==> src/rtl/tmr_scan_pkg.sv <==
package tmr_scan_pkg;
  localparam int unsigned N_COPY = 3;
  typedef enum logic [1:0] {
    COPY_A = 2'd0,
    COPY_B = 2'd1,
    COPY_C = 2'd2
  } copy_e;
endpackage

==> src/rtl/tmr_store.sv <==
module tmr_store (
  input  logic clk_i,
  input  logic rst_ni,
  input  logic d_i,
  input  logic flip_i,
  output logic q_o
);
  always_ff @(posedge clk_i or negedge rst_ni) begin
    if (!rst_ni) q_o <= 1'b0;
    else         q_o <= d_i ^ flip_i;
  end
endmodule

==> src/rtl/tmr_vote.sv <==
module tmr_vote (
  input  logic a_i,
  input  logic b_i,
  input  logic c_i,
  output logic y_o
);
  logic cmp;
  // disagreement between A and B hands the output to C
  assign cmp = a_i ^ b_i;
  assign y_o = cmp ? c_i : a_i;
endmodule

==> src/rtl/tmr_scan_bit.sv <==
module tmr_scan_bit
  import tmr_scan_pkg::*;
(
  input  logic              clk_i,
  input  logic              rst_ni,
  input  logic              data_i,
  input  logic              scan_i,
  input  logic              scan_en_i,
  input  logic [N_COPY-1:0] flip_i,
  output logic              q_o
);
  logic              d;
  logic [N_COPY-1:0] copy_q;

  assign d = scan_en_i ? scan_i : data_i;

  for (genvar k = 0; k < N_COPY; k++) begin : g_copy
    tmr_store u_store (
      .clk_i  (clk_i),
      .rst_ni (rst_ni),
      .d_i    (d),
      .flip_i (flip_i[k]),
      .q_o    (copy_q[k])
    );
  end

  tmr_vote u_vote (
    .a_i (copy_q[COPY_A]),
    .b_i (copy_q[COPY_B]),
    .c_i (copy_q[COPY_C]),
    .y_o (q_o)
  );
endmodule

==> src/rtl/tmr_scan_word.sv <==
module tmr_scan_word
  import tmr_scan_pkg::*;
#(
  parameter int unsigned WIDTH = 8
) (
  input  logic             clk_i,
  input  logic             rst_ni,
  input  logic [WIDTH-1:0] data_i,
  input  logic             scan_en_i,
  input  logic             scan_i,
  input  logic [WIDTH-1:0] fault_a_i,
  input  logic [WIDTH-1:0] fault_b_i,
  input  logic [WIDTH-1:0] fault_c_i,
  output logic [WIDTH-1:0] data_o,
  output logic             scan_o
);
  localparam int unsigned CHAIN_LEN = WIDTH + 1;

  logic [CHAIN_LEN-1:0] chain;

  assign chain[0] = scan_i;

  for (genvar i = 0; i < WIDTH; i++) begin : g_bit
    logic [N_COPY-1:0] flip;
    assign flip[COPY_A] = fault_a_i[i];
    assign flip[COPY_B] = fault_b_i[i];
    assign flip[COPY_C] = fault_c_i[i];

    tmr_scan_bit u_bit (
      .clk_i     (clk_i),
      .rst_ni    (rst_ni),
      .data_i    (data_i[i]),
      .scan_i    (chain[i]),
      .scan_en_i (scan_en_i),
      .flip_i    (flip),
      .q_o       (chain[i+1])
    );
  end

  assign data_o = chain[CHAIN_LEN-1:1];
  assign scan_o = chain[CHAIN_LEN-1];
endmodule

==> config.mk <==
export PLATFORM = sky130hd
export DESIGN_NAME = tmr_scan_word
export DESIGN_NICKNAME = d
export VERILOG_FILES = /design/src/rtl/tmr_scan_pkg.sv /design/src/rtl/tmr_store.sv /design/src/rtl/tmr_vote.sv /design/src/rtl/tmr_scan_bit.sv /design/src/rtl/tmr_scan_word.sv
export SDC_FILE = /design/constraint.sdc
export NUM_CORES = 1
export LEC_CHECK = 0
export ABC_AREA = 0
export CAP_MARGIN = 20
export CORE_MARGIN = 2
export CORE_UTILIZATION = 35
export DETAILED_ROUTE_END_ITERATION = 6
export MAX_ROUTING_LAYER = met4
export PLACE_DENSITY = 0.7
export RECOVER_POWER = 50
export SLEW_MARGIN = 10
export SYNTH_ARGS = -nofsm -noshare
export SYNTH_HDL_FRONTEND = slang
export SYNTH_HIERARCHICAL = 1
export SYNTH_SLANG_ARGS = --single-unit
==> constraint.sdc <==
create_clock -name clk_i -period 1.6 [get_ports clk_i]
set_input_delay 0.16 -clock clk_i [delete_from_list [all_inputs] [get_ports clk_i]]
set_output_delay 0.16 -clock clk_i [all_outputs]
set_load 0.05 [all_outputs]
==> metrics.txt <==
# hold bufs at CTS 0; initial core utilization 36.98%; largest net degree at the start of global routing 25; H-tree depth 1; I/O pins 45; Initial DRT Pass Iterations 2; P&R area growth vs syn 47.08%; cell area after synthesis 1028 um2; Max-Cap Viols 0; vias in the first global route 715; RR Endpoint g_bit[6].u_bit/g_copy[1].u_store/q_o; delay-heaviest family, CP buffers and inverters; Worst R2R Start g_bit[5].u_bit/g_copy[2].u_store/q_o; DIE AREA 3388 um2; # DRC 0; CTS root buf clkbuf_4; FF/Latch Area 600.6 um2; fin crit period 1.419 ns; Cell variety after synth 5; # resized after CTS 0; critical path class in2reg; syn avg cell area 15.82 um2; Worst-Margin Slew 0.5729 ns; initial antenna violation count 0; fmax 704.8 MHz; critical path's slowest cell dlygate4sd3_1; TritonCTS buffer count 3; CP bufs+invs 2; Total GRT Usage 12.74%; CTS Sinks 24; input/output buffers 44; setup TNS 0 ns; area leader, netlist dfrtp_1; biggest regs g_bit.u_bit/g_copy.u_store/q_o (24); Worst Path Max Fanout 6; Core ar. 2781 um2; TritonCTS clock tree built; Worst EP arrival 1.62 ns; Worst-Skew Late Latency 0.30 ns; Via density 4.366; final hold violations 0; Synth area leaders dfrtp_1 (58%), xor2_1 (20%), mux2_4 (12%); vias 633; final setup fails 0; CP peak stage delay 0.54 ns; warning count from the yosys run 6; nets 152; WHS 0.3664 ns; RSZ-0062 raised after global routing false; leak pwr 0.6739 nW; HP Class in2async; global-route wire length before repair 3.063 mm; Syn Nets 101; post-detail-place hpwl 1.432 mm; Multi-input gate area 416.7 um2; Peak supply drop 1055 uV; Post-Syn Instances 65; run status complete, no violations; WP data required 1.80 ns; routability cong. 0.6378; top-area cell type share of the netlist area 58.39%; Top reg by flops g_bit.u_bit/g_copy.u_store/q_o; Core Rows 19; R2R Setup Slk 0.27 ns; CP Capture Type flip-flop; Worst Skew 0.004376 ns; Antenna Nets Post-Route 0; CTS Buffer Depth 2; Avg WL per Cell 12.08 um; Initial DRC Count 4; commonest non-fill, non-tap cell in the layout clkdlybuf4s50_1; Worst-path clk slew 0.12 ns; Yosys reg bits 24; commonest non-fill, non-tap cells in the layout clkdlybuf4s50_1 (33), xor2_1 (24), dfrtp_1 (24); Tcrit/Tclk final 88.68%; Die W 58.21 um; relative slew slack 61.80%; Die H 58.21 um; ant diodes 0; Pwr per Cell Area 1365 nW/um2; # Post-CTS Setup Buffers 0; share of cells above drive strength 1 25.44%; GRT Residual Overflow 0; Filler cells 242; critical path startpoint category input port; Detailed Route WL 1.752 mm; max reg flops 24; sequential share of the synthesized area 58.39%; r2r worst-path depth 3; worst path cell trace dlygate4sd3_1 > clkbuf_1 > mux2_4 > xor2_1; Max Slew Vio Count 0
==> logic make-up (layout without fill, tap and decap cells) <==
group | count (synthesis) | count (layout) | share of synthesized area (%)
multiplexers | 8 | 8 | 11.68
adder cells (fa/ha/maj) | 8 | 8 | 8.759
flip-flops | 24 | 24 | 58.39
XOR/XNOR | 24 | 24 | 20.44
buffers and inverters | 1 | 50 | 0.7302
==> synthesized netlist by cell type <==
library cell,instances
dfrtp_1,24
maj3_2,8
mux2_4,8
buf_4,1
xor2_1,24
==> stage by stage <==
stage	worst slack (ns)	util [%]	power, W	cell area [um2]	std cells
after floorplan	0.2381	-	0.001551	1028	65
after global placement	0.1750	54.39	0.001830	1513	142
after detailed placement	0.1520	54.39	0.001856	1513	142
after CTS	0.2045	55.20	0.002105	1535	145
after global routing	0.1354	54.39	0.002194	1513	145
final	0.1811	54.39	0.002066	1513	145
==> cell type report <==
cell class	count	share of cell area (%)
timing repair buffer	47	28.70
clock buffer	3	1.489
sequential	24	39.70
multi-input combinational	40	27.54
tap	31	2.564
==> per-layer routing <==
metal / share of wire, % / vias to the layer above / global-route usage (%)
li1: - / 309 / -
met4: 0 / 0 / 5.980
met3: 8.8 / 0 / 2.009
met2: 49 / 31 / 19.64
met1: 42 / 293 / 16.47
met5: 0 / - / -
==> worst max path at each step <==
stage / endpoint / cells after the start / start / slack [ns]
final: g_bit[5].u_bit/g_copy[0].u_store/q_o / 4 / scan_en_i / 0.18
after global routing: g_bit[2].u_bit/g_copy[1].u_store/q_o / 4 / scan_en_i / 0.14
after CTS: data_o[2] / 2 / g_bit[2].u_bit/g_copy[2].u_store/q_o / 0.20
after detailed placement: g_bit[0].u_bit/g_copy[2].u_store/q_o / 4 / scan_en_i / 0.15
after global placement: g_bit[7].u_bit/g_copy[2].u_store/q_o / 4 / scan_en_i / 0.17
after floorplan: g_bit[1].u_bit/g_copy[0].u_store/q_o / 3 / g_bit[0].u_bit/g_copy[2].u_store/q_o / 0.24
==> report_power, final <==
| part | internal, W | leakage, nW | switching, W | total, W |
|---|---|---|---|---|
| clock | 0.0000877 | 0.0138 | 0.000163 | 0.000250 |
| combinational | 0.000403 | 0.380 | 0.000582 | 0.000985 |
| sequential | 0.000774 | 0.280 | 0.0000559 | 0.000830 |
==> worst register-to-register path: cells and delay by family, from the launching register on <==
family / cells / cell delay, ns
multiplexers: 1 / 0.36
adder cells (fa/ha/maj): 1 / 0.31
XOR/XNOR: 1 / 0.16
flip-flops: 1 / 0.39
Note: power is estimated with default switching activity, not from simulation.
